===== config.mk =====
export PLATFORM = sky130hd
export DESIGN_NAME = irq_async_arb
export DESIGN_NICKNAME = d
export VERILOG_FILES = /design/src/rtl/irq_arb_pkg.sv /design/src/rtl/irq_src_track.sv /design/src/rtl/irq_sched.sv /design/src/rtl/irq_select.sv /design/src/rtl/irq_async_arb.sv
export SDC_FILE = /design/constraint.sdc
export NUM_CORES = 1
export LEC_CHECK = 0
export CAP_MARGIN = 10
export CORE_AREA = 2 2 48 50
export DETAILED_ROUTE_END_ITERATION = 10
export DIE_AREA = 0 0 50 52
export DONT_BUFFER_PORTS = 1
export PLACE_DENSITY = 0.53
export SETUP_SLACK_MARGIN = 0.02
export SYNTH_ARGS = -nofsm -noshare
export SYNTH_HDL_FRONTEND = slang
export SYNTH_SLANG_ARGS = --single-unit
export TNS_END_PERCENT = 20

===== constraint.sdc =====
create_clock -name clk -period 1.2 [get_ports clk]
set_clock_uncertainty 0.1 [all_clocks]
set_input_delay 0.18 -clock clk [delete_from_list [all_inputs] [get_ports clk]]
set_output_delay 0.18 -clock clk [all_outputs]
set_load 0.02 [all_outputs]

===== src/rtl/irq_arb_pkg.sv =====
package irq_arb_pkg;

  typedef enum logic [1:0] {
    SRC_NONE = 2'd0,
    SRC_FP   = 2'd1,
    SRC_EXT  = 2'd2,
    SRC_DEC  = 2'd3
  } irq_src_e;

  localparam int SRC_N   = 3;
  localparam int IDX_FP  = 0;
  localparam int IDX_EXT = 1;
  localparam int IDX_DEC = 2;

  // floating-point deferred condition: any mode bit plus summary bit
  function automatic logic fp_armed(input logic [1:0] mode, input logic summ);
    return (|mode) & summ;
  endfunction

  // fixed priority: fp, then external (enabled), then decrementer (enabled)
  function automatic irq_src_e pick_src(input logic fpc, input logic en,
                                        input logic ext_p, input logic dec_p);
    if (fpc)               return SRC_FP;
    else if (en && ext_p)  return SRC_EXT;
    else if (en && dec_p)  return SRC_DEC;
    else                   return SRC_NONE;
  endfunction

  function automatic logic [SRC_N-1:0] src_onehot(input irq_src_e s);
    logic [SRC_N-1:0] v;
    v = '0;
    case (s)
      SRC_FP:  v[IDX_FP]  = 1'b1;
      SRC_EXT: v[IDX_EXT] = 1'b1;
      SRC_DEC: v[IDX_DEC] = 1'b1;
      default: v = '0;
    endcase
    return v;
  endfunction

endpackage


===== src/rtl/irq_src_track.sv =====
module irq_src_track (
  input  logic clk,
  input  logic rst_n,
  input  logic ext_evt,
  input  logic ext_lvl,
  input  logic dec_evt,
  input  logic ee,
  input  logic dec_take,
  output logic ext_pend,
  output logic dec_pend,
  output logic ext_new,
  output logic proto_err
);

  logic ext_reassert;

  assign ext_new      = ext_evt & ext_lvl & ~ext_pend;
  assign ext_reassert = ext_evt & ext_lvl & ext_pend;

  always_ff @(posedge clk) begin
    if (!rst_n) begin
      ext_pend  <= 1'b0;
      dec_pend  <= 1'b0;
      proto_err <= 1'b0;
    end else begin
      if (ext_evt) ext_pend <= ext_lvl;
      // a fresh event in the delivery cycle survives the consume
      dec_pend  <= dec_evt | (dec_pend & ~dec_take);
      proto_err <= ext_reassert & ee;
    end
  end

endmodule


===== src/rtl/irq_sched.sv =====
module irq_sched (
  input  logic       clk,
  input  logic       rst_n,
  input  logic       ee,
  input  logic [1:0] fe_mode,
  input  logic       fp_sum,
  input  logic       ext_new,
  input  logic       dec_evt,
  input  logic       ext_pend,
  input  logic       dec_pend,
  input  logic       boundary,
  output logic       fp_cond,
  output logic       trig,
  output logic       sched,
  output logic       eval
);
  import irq_arb_pkg::*;

  localparam int MSR_W = 4;

  logic [MSR_W-1:0] msr_now, msr_q;
  logic             msr_chg, cond_now, src_trig;

  assign msr_now  = {ee, fe_mode, fp_sum};
  assign msr_chg  = (msr_now != msr_q);
  assign fp_cond  = fp_armed(fe_mode, fp_sum);
  assign cond_now = fp_cond | (ee & (ext_pend | dec_pend));
  assign src_trig = (ext_new | dec_evt) & ee;
  assign trig     = src_trig | (msr_chg & cond_now);
  assign eval     = sched & boundary;

  always_ff @(posedge clk) begin
    if (!rst_n) begin
      msr_q <= '0;
      sched <= 1'b0;
    end else begin
      msr_q <= msr_now;
      sched <= trig | (sched & ~eval);
    end
  end

endmodule


===== src/rtl/irq_select.sv =====
module irq_select #(
  parameter int               VEC_W      = 12,
  parameter int               SAVE_W     = 32,
  parameter int               FPE_BIT    = 20,
  parameter int               SUBSEQ_BIT = 16,
  parameter logic [VEC_W-1:0] VEC_FP     = 12'h700,
  parameter logic [VEC_W-1:0] VEC_EXT    = 12'h500,
  parameter logic [VEC_W-1:0] VEC_DEC    = 12'h900
) (
  input  logic                            clk,
  input  logic                            rst_n,
  input  logic                            eval,
  input  logic                            fp_cond,
  input  logic                            ee,
  input  logic                            ext_pend,
  input  logic                            dec_pend,
  output logic                            dec_take,
  output logic                            req_valid,
  output logic [VEC_W-1:0]                req_ofs,
  output logic [SAVE_W-1:0]               req_mask,
  output logic [irq_arb_pkg::SRC_N-1:0]   req_src
);
  import irq_arb_pkg::*;

  irq_src_e                 sel;
  logic [SRC_N-1:0]         sel_oh;
  logic [VEC_W-1:0]         ofs_n;
  logic [SAVE_W-1:0]        mask_n;
  logic [VEC_W-1:0]         vec_tab [SRC_N];

  assign vec_tab[IDX_FP]  = VEC_FP;
  assign vec_tab[IDX_EXT] = VEC_EXT;
  assign vec_tab[IDX_DEC] = VEC_DEC;

  assign sel      = eval ? pick_src(fp_cond, ee, ext_pend, dec_pend) : SRC_NONE;
  assign sel_oh   = src_onehot(sel);
  assign dec_take = sel_oh[IDX_DEC];

  // one-hot select of the offset, one term per source
  logic [VEC_W-1:0] ofs_term [SRC_N];
  for (genvar i = 0; i < SRC_N; i++) begin : g_ofs
    assign ofs_term[i] = sel_oh[i] ? vec_tab[i] : '0;
  end

  always_comb begin
    ofs_n = '0;
    for (int i = 0; i < SRC_N; i++) ofs_n = ofs_n | ofs_term[i];
    mask_n = '0;
    if (sel_oh[IDX_FP]) begin
      mask_n[FPE_BIT]    = 1'b1;
      mask_n[SUBSEQ_BIT] = 1'b1;
    end
  end

  always_ff @(posedge clk) begin
    if (!rst_n) begin
      req_valid <= 1'b0;
      req_ofs   <= '0;
      req_mask  <= '0;
      req_src   <= '0;
    end else begin
      req_valid <= |sel_oh;
      req_ofs   <= ofs_n;
      req_mask  <= mask_n;
      req_src   <= sel_oh;
    end
  end

endmodule


===== src/rtl/irq_async_arb.sv =====
module irq_async_arb #(
  parameter int               VEC_W      = 12,
  parameter int               SAVE_W     = 32,
  parameter int               FPE_BIT    = 20,
  parameter int               SUBSEQ_BIT = 16,
  parameter logic [VEC_W-1:0] VEC_FP     = 12'h700,
  parameter logic [VEC_W-1:0] VEC_EXT    = 12'h500,
  parameter logic [VEC_W-1:0] VEC_DEC    = 12'h900
) (
  input  logic              clk,
  input  logic              rst_n,
  input  logic              ext_evt,
  input  logic              ext_lvl,
  input  logic              dec_evt,
  input  logic              ee,
  input  logic [1:0]        fe_mode,
  input  logic              fp_sum,
  input  logic              boundary,
  output logic              req_valid,
  output logic [VEC_W-1:0]  req_ofs,
  output logic [SAVE_W-1:0] req_mask,
  output logic [2:0]        req_src,
  output logic              proto_err
);

  logic ext_pend, dec_pend, ext_new, dec_take;
  logic fp_cond, trig, sched, eval;

  irq_src_track u_track (
    .clk, .rst_n, .ext_evt, .ext_lvl, .dec_evt, .ee, .dec_take,
    .ext_pend, .dec_pend, .ext_new, .proto_err
  );

  irq_sched u_sched (
    .clk, .rst_n, .ee, .fe_mode, .fp_sum, .ext_new, .dec_evt,
    .ext_pend, .dec_pend, .boundary, .fp_cond, .trig, .sched, .eval
  );

  irq_select #(
    .VEC_W(VEC_W), .SAVE_W(SAVE_W), .FPE_BIT(FPE_BIT), .SUBSEQ_BIT(SUBSEQ_BIT),
    .VEC_FP(VEC_FP), .VEC_EXT(VEC_EXT), .VEC_DEC(VEC_DEC)
  ) u_select (
    .clk, .rst_n, .eval, .fp_cond, .ee, .ext_pend, .dec_pend,
    .dec_take, .req_valid, .req_ofs, .req_mask, .req_src
  );

endmodule


==> out/results.txt, run 1 <==
Outcome = finished, violations left
Failing checks = negative setup slack
FF/Latch Area = 260 um2
Post-synthesis sequential area ratio = 32.4%
Final period util = 102%
Initial Util = 38.1%
Mean Syn Cell Area = 9.13 um2
WL/cell = 9.33 um
Slew Viols, Final = 0
Largest net degree at the start of global routing = 8
TritonRoute pass-1 iters = 4
Period minus WS final = 1.22 ns
Clk buf depth = 2
P&R area growth vs syn = -0.467%
Clk slew on worst S/H paths = 0.07 ns
Power share of the sequential group = 50.5%
All-layer global routing usage = 9.50%
Hold_sp = rst_n
Register bit total from synthesis = 13
Clock Latency Late Sink = 0.27 ns
Final setup TNS = -0.0213 ns
Clock Sinks = 13
Worst r2r src = u_sched.msr_q[3]
Layout cells sized above 1 = 12.4%
Max-cap violations = 0
CTS H-Tree Depth = 1
Placed cell count = 113
Vias post-DR = 485
Total power = 0.925 mW
Worst Path Required = 1.27 ns
Num rows = 17
Die Wd = 50 um
Post-Syn Area = 803 um2
CP Data Arrival Time = 1.29 ns
DP HPWL = 830 um
FILL cells = 214
Crit Path Class = flop to flop
HP Class = input pin to flop
CP startpoint kind = flop
CTS tree = built
DR vias/cell = 3.88
Final ANT Viol Nets = 0
F_max = 819 MHz
Vias in the first global route = 389
Area share of the largest cell type after synthesis = 40.2%
CP endpoint kind = flop
Ant diodes = 0
Synth Instances = 88
Hold Path End = u_select.req_src[0]
Final RePlAce weighted congestion = 0.764
First DRT Iteration DRCs = 18
DRC = 0
Num ports = 59
Drt total wl = 1.17 mm
Clk pwr share = 28.2%
Initial antenna violation count = 0
Worst-case reg-to-reg path depth = 4
Leak = 0.390 nW
Total gr overflow = 0
Synth warn = 0
Full die area = 0.00260 mm2
Area of the multi-input gates = 367 um2
PortBufs = 0
First-pass GRT wire length = 1.77 mm
# setup viols final = 1
Final Util = 38.0%
Critical path peak fanout = 1
Root Driver = clkbuf_4
Count of different cell masters after synthesis = 23
Final #Nets = 108
Final worst slack = -0.0213 ns
Reg2reg end = u_sched.sched
Area leader, netlist = buf_4
Hold Violations, Final = 0
Hold Path Depth = 2
Switching power total = 0.293 mW
Synth top area cells = buf_4 40%, dfxtp_1 32%, xor2_1 3.3%, nor3b_1 2.8%, and2_1 2.3%
Core Area = 0.00211 mm2
Reg-to-reg slack, setup = -0.02 ns
Internal cell power = 0.631 mW
Max VDD drop = 0.511 mV
Vert. Die Dim = 52 um
Non-Filler Instances = 125
Total CTS buffers = 3
Cell Pwr Density = 1160 mW/mm2
Sw Share = 31.7%
Part of the power in combinational logic = 21.3%
RSZ-0062 raised after global routing = true
==> logic make-up after synthesis <==
logic type | count (synthesis) | synth area share, %
xor gates and xnor gates | 4 | 5.30
muxes | 1 | 1.25
other | 1 | 0.467
and+or+nand+nor | 16 | 12.9
AOI/OAI and AO/OA | 9 | 7.01
DFF | 13 | 32.4
buffers and inverters | 44 | 40.7
==> registers in the layout, indices dropped and copies added, names as in the netlist <==
| register | flops |
|---|---|
| u_sched.msr_q | 4 |
| u_select.req_ofs | 3 |
| u_select.req_src | 2 |
| u_sched.sched | 1 |
| u_track.dec_pend | 1 |
| u_track.ext_pend | 1 |
| u_track.proto_err | 1 |
==> per-layer routing <==
| metal | vias up | part of all wire, % | track usage [%] |
|---|---|---|---|
| li1 | 226 | - | - |
| met1 | 220 | 39 | 10.9 |
| met2 | 37 | 44 | 13.8 |
| met3 | 2 | 16 | 6.03 |
| met4 | 0 | 1.1 | 4.17 |
| met5 | - | 0 | 0 |
==> worst max path at each step <==
stage                startpoint            end  slack (ns)  depth (start not counted)
3_5_place_dp   u_sched.msr_q[3]  u_sched.sched       -0.04                          4
2_1_floorplan  u_sched.msr_q[3]  u_sched.sched        0.02                          4
4_1_cts        u_sched.msr_q[3]  u_sched.sched       -0.05                          4
5_1_grt        u_sched.msr_q[3]  u_sched.sched       -0.15                          4
6_report       u_sched.msr_q[3]  u_sched.sched       -0.02                          4
3_3_place_gp   u_sched.msr_q[3]  u_sched.sched      -0.008                          4
==> stage by stage <==
| step | setup WS, ns | instance area (um2) | hold WS, ns |
|---|---|---|---|
| after floorplan | 0.0178 | 942 | 0.202 |
| after global placement | -0.00841 | 677 | 0.203 |
| after detailed placement | -0.0357 | 677 | 0.205 |
| after CTS | -0.0528 | 783 | 0.0129 |
| after global routing | -0.148 | 800 | 0.0156 |
| final | -0.0213 | 800 | 0.0140 |
==> cells in the final DEF, fill, tap and decap left out, types with 2 or more instances in the layout <==
master / Yosys / routed
and2_1: 3 / 3
a21oi_1: 3 / 3
o21ai_0: 3 / 3
buf_4: 43 / 3
conb_1: 1 / 38
dlygate4sd3_1: 0 / 6
dfxtp_1: 13 / 13
xor2_1: 3 / 3
nor3b_1: 3 / 2
nand2_1: 2 / 2
clkbuf_4: 0 / 3
dlymetal6s4s_1: 0 / 2
==> synthesized netlist by cell type (all sizes together) <==
cell type,n
nor2,1
nand2,2
nor2b,1
nand4,1
mux2i,1
a21oi,3
and4b,1
nor3b,3
conb,1
dfxtp,13
xor2,4
nand3,1
and4,1
o21ai,4
buf,43
a41oi,1
inv,1
nor4,1
o31a,1
and2,4
==> what timing repair did <==
action                     CTS  global route
hold buffers                 8             0
gates resized for setup      0             4
pin swaps                    0             1
buffers inserted             0             0
hold endpoints to repair    11             0
setup endpoints to repair    1             3
==> power by group through the flow <==
stage / clock [mW] / sequential [mW] / combinational (mW)
after floorplan: 0 / 0.474 / 0.250
after CTS: 0.270 / 0.466 / 0.190
after global routing: 0.286 / 0.468 / 0.214
after detailed placement: 0 / 0.476 / 0.164
final: 0.261 / 0.467 / 0.197
after global placement: 0 / 0.476 / 0.164
==> area by class of cell <==
| class | count | area share (%) |
|---|---|---|
| Clock buffer | 4 | 3.29 |
| Tap cell | 28 | 4.38 |
| Inverter | 1 | 0.469 |
| Sequential cell | 13 | 32.6 |
| Multi-Input combinational cell | 68 | 45.9 |
| Timing Repair Buffer | 11 | 13.5 |
==> critical path: stages, from the launching register on <==
cell,delay [ns]
dfxtp_1,0.31
xor2_1,0.16
nor4_2,0.25
a21oi_1,0.06
o31a_1,0.23
Note: power is estimated with default switching activity, not from simulation.
==> run 2: changes to the inputs <==
--- a/config.mk
+++ b/config.mk
@@ -10,6 +10,7 @@
 export DETAILED_ROUTE_END_ITERATION = 10
 export DIE_AREA = 0 0 50 52
 export DONT_BUFFER_PORTS = 1
+export GPL_TIMING_DRIVEN = 0
 export PLACE_DENSITY = 0.53
 export SETUP_SLACK_MARGIN = 0.02
 export SYNTH_ARGS = -nofsm -noshare
==> out/results.txt, run 2 (same netlist as run 1, synthesis figures left out) <==
DRC = 0
Largest register FFs = 4
Internal cell power = 0.714 mW
CTS tree = built
CP Data Arrival Time = 1.30 ns
Commonest non-fill, non-tap cell in the layout = buf_4
Placement Cell Area = 977 um2
Hold Violations, Final = 0
Worst r2r src = u_sched.msr_q[3]
Drt total wl = 1.29 mm
Top flop regs = u_sched.msr_q: 4 flops, u_select.req_ofs: 3 flops, u_select.req_src: 2 flops
Vert. Die Dim = 52 um
Final period util = 103%
Largest net degree at the start of global routing = 8
PortBufs = 0
Cell Pwr Density = 917 mW/mm2
Final #Nets = 149
Vias post-DR = 575
Clock Latency Late Sink = 0.27 ns
Clock Sinks = 13
Ant diodes = 0
Core Area = 0.00211 mm2
Die Wd = 50 um
Initial Util = 38.1%
Final ANT Viol Nets = 0
Worst hold slack = 0.0137 ns
Final RePlAce weighted congestion = 0.662
Worst setup startpoint = u_sched.msr_q[3]
All-layer global routing usage = 9.74%
Leak = 0.606 nW
Switching power total = 0.305 mW
# setup viols final = 1
First-pass GRT wire length = 1.90 mm
Total power = 1.02 mW
Non-Filler Instances = 166
CTS H-Tree Depth = 1
Period minus WS final = 1.24 ns
TritonRoute pass-1 iters = 2
Num rows = 17
Critical path peak fanout = 1
Crit Path Class = flop to flop
Post-place setup slack = -0.0552 ns
Root Driver = clkbuf_4
CP endpoint kind = flop
Vias in the first global route = 428
Most frequent cells in the layout = 43 x buf_4, 38 x conb_1, 10 x dfxtp_1
P&R area growth vs syn = 38.3%
Full die area = 0.00260 mm2
Outcome = finished, violations left
WL/cell = 7.78 um
Clk slew on worst S/H paths = 0.07 ns
Power share of the sequential group = 45.9%
Sw Share = 29.9%
Hold_sp = rst_n
Worst Path Required = 1.26 ns
Initial antenna violation count = 0
HP Class = input pin to flop
RSZ-0062 raised after global routing = true
Max VDD drop = 0.575 mV
Total CTS buffers = 3
Reg-to-reg slack, setup = -0.04 ns
Num ports = 59
Largest Register = u_sched.msr_q
Clk pwr share = 25.4%
Fin area = 0.00111 mm2
Max-cap violations = 0
DP HPWL = 966 um
First DRT Iteration DRCs = 1
F_max = 807 MHz
Clk buf depth = 2
Slew Viols, Final = 0
CP startpoint kind = flop
Placed cell count = 153
Total gr overflow = 0
DR vias/cell = 3.46
Part of the power in combinational logic = 28.7%
Layout cells sized above 1 = 39.9%
Failing checks = negative setup slack
Final worst slack = -0.0390 ns
[run 2: changes by cell type in the layout (fill, tap and decap cells not counted)]
| cell | previous run | this run |
|---|---|---|
| dfxtp_2 | 0 | 3 |
| buf_4 | 3 | 43 |
| dlygate4sd3_1 | 6 | 8 |
| dlymetal6s4s_1 | 2 | 1 |
| dfxtp_1 | 13 | 10 |
[run 2: final timing paths]
path / endpoint / depth (start not counted)
worst max-delay path: u_sched.sched / 4
worst min-delay path: u_select.req_src[0] / 2
worst max register to register: u_sched.sched / 4
worst min register to register: u_select.req_ofs[11] / 1
[run 2: metrics by stage]
stage               utilization (%)  setup TNS [ns]
global route                   52.8          -0.118
detailed placement             46.4         -0.0552
CTS                            51.6          -0.106
finish                         52.8         -0.0390
floorplan                         -               0
global placement               46.4         -0.0673
[run 2: final cells by class]
cell class / count / area, um2
Sequential cell: 13 / 264
Timing Repair Buffer: 9 / 92.6
Multi-Input combinational cell: 68 / 367
Buffer: 43 / 323
Tap cell: 28 / 35.0
Clock buffer: 4 / 26.3
Fill cell: 212 / 995
Inverter: 1 / 3.75
[run 2: what timing repair did]
item / 4_1_cts / 5_1_grt
resized for setup: 3 / 3
endpoints found under the hold margin: 11 / 1
endpoints found under the setup margin: 6 / 3
hold buffers: 8 / 1
pin swaps: 0 / 0
buffers inserted: 0 / 0
[run 2: routing by layer]
| layer | GRT usage, % | routed length (um) |
|---|---|---|
| met4 | 1.39 | 0 |
| met5 | 0 | 0 |
| met2 | 13.6 | 576 |
| met3 | 6.03 | 194 |
| met1 | 12.8 | 520 |
[run 2: worst max-delay path: stages, from the launching register on]
cell     delay [ns]
dfxtp_1        0.31
xor2_1         0.16
nor4_2         0.27
a21oi_1        0.06
o31a_1         0.24
[run 2: power by group through the flow]
stage	Combinational (mW)	Clock, mW	Sequential, mW
final	0.292	0.259	0.468
after global routing	0.314	0.291	0.470
after CTS	0.281	0.269	0.468
after detailed placement	0.256	0	0.477
after global placement	0.256	0	0.477
after floorplan	0.250	0	0.474
